### src/rtl/adc_result_link.sv
module adc_result_link #(
  parameter int SYNC_STAGES = 2
) (
  input  logic        clk,
  input  logic        rst_n,
  input  logic [1:0]  mode,
  input  logic        conv_stat,
  input  logic [11:0] conv_result,
  input  logic        dack,
  input  logic        host_wr,
  input  logic [1:0]  host_addr,
  input  logic [7:0]  host_wdata,
  output logic [7:0]  host_rdata,
  output logic        irq,
  output logic        dreq,
  output logic [7:0]  dma_rdata
);

  localparam int         TOP       = SYNC_STAGES - 1;
  localparam logic [1:0] A_DATA    = 2'd0;
  localparam logic [1:0] A_STAT    = 2'd1;
  localparam logic [1:0] A_SEL     = 2'd2;
  localparam logic [1:0] A_CLR     = 2'd3;
  localparam logic [1:0] M_POLL    = 2'd0;
  localparam logic [1:0] M_IRQ     = 2'd1;
  localparam logic [1:0] M_DMA     = 2'd2;

  logic [SYNC_STAGES-1:0] stat_sync, ack_sync;
  logic stat_prev, ack_prev;
  logic done, ovr, dsel, hsel;
  logic [11:0] res_q;

  always_ff @(posedge clk or negedge rst_n) begin
    if (!rst_n) begin
      stat_sync <= '1;
      ack_sync  <= '0;
      stat_prev <= 1'b1;
      ack_prev  <= 1'b0;
    end else begin
      stat_sync <= {stat_sync[SYNC_STAGES-2:0], conv_stat};
      ack_sync  <= {ack_sync[SYNC_STAGES-2:0], dack};
      stat_prev <= stat_sync[TOP];
      ack_prev  <= ack_sync[TOP];
    end
  end

  wire dma_mode  = (mode == M_DMA);
  wire stat_fall = stat_prev & ~stat_sync[TOP];
  wire ack_end   = ack_prev & ~ack_sync[TOP] & dma_mode & done;
  wire clr_hit   = host_wr & (host_addr == A_CLR);
  wire pair_done = ack_end & dsel;
  wire unused_wdata = &{1'b0, host_wdata[7:1]};

  always_ff @(posedge clk or negedge rst_n) begin
    if (!rst_n) begin
      done  <= 1'b0;
      ovr   <= 1'b0;
      dsel  <= 1'b0;
      hsel  <= 1'b0;
      res_q <= '0;
    end else begin
      if (host_wr && host_addr == A_SEL)
        hsel <= host_wdata[0];
      if (clr_hit) begin
        done <= 1'b0;
        ovr  <= 1'b0;
        dsel <= 1'b0;
      end else if (ack_end) begin
        dsel <= ~dsel;
        if (dsel)
          done <= 1'b0;
      end
      if (stat_fall) begin
        done  <= 1'b1;
        res_q <= conv_result;
        if (done && !clr_hit && !pair_done)
          ovr <= 1'b1;
      end
    end
  end

  wire [7:0] hi_byte = res_q[11:4];
  wire [7:0] lo_byte = {res_q[3:0], 4'b0000};

  always_comb begin
    case (host_addr)
      A_DATA:  host_rdata = hsel ? lo_byte : hi_byte;
      A_STAT:  host_rdata = {done & (mode == M_POLL), ovr, 6'b0};
      default: host_rdata = 8'h00;
    endcase
  end

  assign irq       = done & (mode == M_IRQ);
  assign dreq      = done & dma_mode;
  assign dma_rdata = dsel ? lo_byte : hi_byte;

endmodule

### config.mk
export PLATFORM = sky130hd
export DESIGN_NAME = adc_result_link
export DESIGN_NICKNAME = d
export VERILOG_FILES = /design/src/rtl/adc_result_link.sv
export SDC_FILE = /design/constraint.sdc
export NUM_CORES = 1
export LEC_CHECK = 0
export BUFFER_PORTS_ARGS = -buffer_cell sky130_fd_sc_hd__buf_4
export CAP_MARGIN = 10
export CORE_ASPECT_RATIO = 0.8
export CORE_MARGIN = 1
export CORE_UTILIZATION = 49
export CTS_CLUSTER_SIZE = 28
export DETAILED_ROUTE_END_ITERATION = 12
export PLACE_DENSITY_LB_ADDON = 0.08
export SKIP_LAST_GASP = 1
export SLEW_MARGIN = 10
export SYNTH_ARGS = -nofsm -noshare
export SYNTH_HDL_FRONTEND = slang
export SYNTH_SLANG_ARGS = --single-unit
### constraint.sdc
create_clock -name clk -period 2.7 [get_ports clk]
set_input_delay 0 -clock clk [delete_from_list [all_inputs] [get_ports clk]]
set_output_delay 0 -clock clk [all_outputs]
set_load 0.05 [all_outputs]
==> summary.md <==
| Metric | Value |
|---|---|
| Worst setup slack for register-to-register paths | 1.30 ns |
| Most frequent cells in the layout | 39 x sky130_fd_sc_hd__buf_4, 19 x sky130_fd_sc_hd__dfrtp_1, 18 x sky130_fd_sc_hd__mux2_2 |
| Clock sinks | 22 |
| Global-route wire length before repair | 3.60 mm |
| Number of distinct library cells after synthesis | 22 |
| Fin crit period | 1.54 ns |
| Standard cell with the maximum stage delay on the critical path | sky130_fd_sc_hd__dfrtp_1 |
| Final max-slew violation count | 0 |
| TritonCTS clock tree | done |
| Power per standard cell area | 607 nW/um^2 |
| Number of inserted diodes | 0 |
| Area of the die | 2280 sq um |
| Die H | 42.9 microns |
| Antenna viol nets, final | 0 |
| Post CTS Setup Buffer Count | 0 |
| FF-to-FF path depth | 2 |
| Ratio of cells with drive above 1 in the final layout | 49.6% |
| Maximum fanout along the worst path | 6 |
| Metal2 WL | roughly 1.1 mm |
| Number of buffers inserted during clock tree synthesis | 3 |
| Peak per-stage delay on the critical path | 0.49 ns |
| Placeable core region | 1930 sq um |
| Area overhead of the layout relative to synthesis | 47.2% |
| Sum of met3 wire segment lengths after detailed routing | ~130 microns |
| Row count | 14 |
| Hold depth | 4 |
| Wire length on met1 | 890 microns |
| Post-route fraction of the period consumed by the critical path | between 50% and 60% |
| Worst EP arrival | 1.54 ns |
| Count of warnings emitted by yosys | 0 |
| Stages on worst setup path | 3 |
| Count of state elements after synthesis | 22 |
| Post-Route Utilization | 78.4% |
| Vias per inst | 5.03 |
| Bufs on Longest Clock Path | 2 |
| Number of cells after detailed placement | between 100 and 150 |
| Worst-case hold slack | 0.0748 ns |
| Worst relative slew slack | 72.1% |
| Capture instance of the worst register-to-register path | res_q[0] |
| Startpoint type of the worst setup path | flop |
| Highest metal used | met4 |
| Setup repair after global routing missed its margin | no |
| Initial Util | 53.2% |
| Start point of the worst min-delay path | host_wr |
| Number of cells produced by synthesis | roughly 80 |
| Slew at the pin with the worst max-slew slack | 0.419 ns |
| Post-Route WL | ~2.1 mm |
| Hold Path Sink | dsel |
| DP Wirelength | 1.48 mm |
| Worst supply voltage drop on vdd | 0.000393 V |
| Violation count after the first detailed-route iteration | 8 |
| Leading cell type in the layout, fill and taps excluded | sky130_fd_sc_hd__buf_4 |
| Classification of the worst setup path | reg -> out |
| Final number of setup-violating endpoints | 0 |
| Number of buffers and inverters on the critical path | 1 |
| Routability-driven placement congestion ratio | 0.694 |
| GRT Overall Usage | 23.0% |
| Critical path endpoint category | primary output |
| Worst setup skew after layout | 0.00146 ns |
| Outcome | complete, no violations |
| Fin nets | 163 |
| Dominant delay contributor by cell family on the critical path | simple AND/OR/NAND/NOR gates |
| Post-synth net total | 107 |
| Sequential share of the synthesized area | 54.0% |
| Port-buffer cells | 39 |
| Worst-Skew Late Latency | 0.30 ns |
| Crit path cell chain | nor3_1 > and2_1 > buf_4 |
| Number of failing hold endpoints at the final stage | 0 |
| Post-synthesis instance area | 1030 sq um |
| Leftover overflow at the end of global routing | 0 |
| Post-Layout Cell Count | 157 |
| Vias after detailed routing | 790 |
| Synth Area per Inst | 13.2 sq um |
| Leakage power | 0.000714 uW |
| Worst EP required | 2.70 ns |
| RR Startpoint | stat_prev |
| Total I/O pin count | 47 |
| H-Tree Level Count | 1 |
| PostCTS Resize Cnt | 0 |
| Maximum clock frequency | between 600 and 700 MHz |
| Buffer type at the clock tree root | sky130_fd_sc_hd__clkbuf_4 |
| Path type of the worst min-delay path | in -> reg |
| Number of global-route vias before repair | 824 |
| Wire length per cell after detailed routing | 13.5 microns |
| Number of search-and-repair iterations in the first detailed-routing pass | 2 |
| Largest net degree at the start of global routing | 23 |
| Setup TNS | 0 ns |
| Die outline width | 53.2 microns |
| DRC errors left | 0 |
| Initial antenna violation count | 0 |
| Max-cap violations | 0 |
| Clock transition at the registers of the reported paths | 0.11 ns |
sequential cells by signal, summed over array words and instances, names as in the netlist:
name / flops
done: 1
stat_prev: 1
ack_prev: 1
stat_sync: 2
dsel: 1
res_q: 12
hsel: 1
ovr: 1
ack_sync: 2
power by group:
| part | total [uW] | internal (uW) | leakage, uW | switching (uW) |
|---|---|---|---|---|
| clock | 150 | 57.6 | 0.0000150 | 92.0 |
| combinational | 354 | 153 | 0.000445 | 201 |
| sequential | 413 | 373 | 0.000254 | 40.7 |
area by class of cell:
| class | instances | area [sq um] |
|---|---|---|
| fillers | 129 | 417 |
| flip-flops and latches | 22 | 554 |
| clock buffers | 4 | 26.3 |
| multi-input cells | 52 | 447 |
| repair buffers | 55 | 453 |
| well taps | 24 | 30.0 |
worst max-delay path by stage:
| stage | start | to | slack [ns] |
|---|---|---|---|
| floorplan | hsel | host_rdata[4] | 1.05 |
| global placement | stat_prev | res_q[9] | 1.33 |
| detailed placement | stat_prev | res_q[3] | 1.30 |
| CTS | hsel | host_rdata[3] | 1.11 |
| global route | hsel | host_rdata[3] | 1.03 |
| finish | hsel | host_rdata[3] | 1.16 |
cells by family after synthesis:
group,Yosys count,synth area share [%]
multiplexers,23,24.6
AND/OR/NAND/NOR,26,16.7
flip-flops,22,54.0
buffers and inverters,4,2.44
AO/OA/AOI/OAI,3,2.19
through the flow:
stage	cell area (sq um)	power, uW	worst slack (ns)
finish	1510	917	1.16
global route	1510	964	1.03
CTS	1510	925	1.11
detailed placement	1320	756	1.30
global placement	1320	747	1.33
floorplan	1030	654	1.05
Yosys cell counts (all sizes together):
cell     instances  area, sq um
and2b            1         7.51
nor3             3         15.0
and3             1         6.26
buf              4         25.0
nand3            1         10.0
dfstp            3         78.8
mux2i            5         50.1
and2             4         25.0
nor2b            6         45.0
dfrtp           19          475
a31o             1         8.76
o21ai            1         5.00
a22o             1         8.76
nand4bb          1         11.3
and3b            2         17.5
nand2b           1         6.26
nand4b           1         8.76
mux2            18          203
nor2             2         7.51
nand2            3         11.3
per-layer routing:
metal  track usage [%]  up-vias
li1                  -      383
met1              26.8      377
met2              40.8       28
met3              6.45        2
met4              6.32        0
met5                 0        -
worst reg2reg max path, delay by kind of cell, from the launching register on:
family	cells	cell delay, ns
DFF	1	0.53
muxes	1	0.39
and+or+nand+nor	1	0.38
repair_timing:
| item | CTS | global route |
|---|---|---|
| hold endpoints to repair | 37 | 0 |
| setup endpoints to repair | 0 | 0 |
| hold buffers | 16 | 0 |
(Power assumes the default switching activity.)
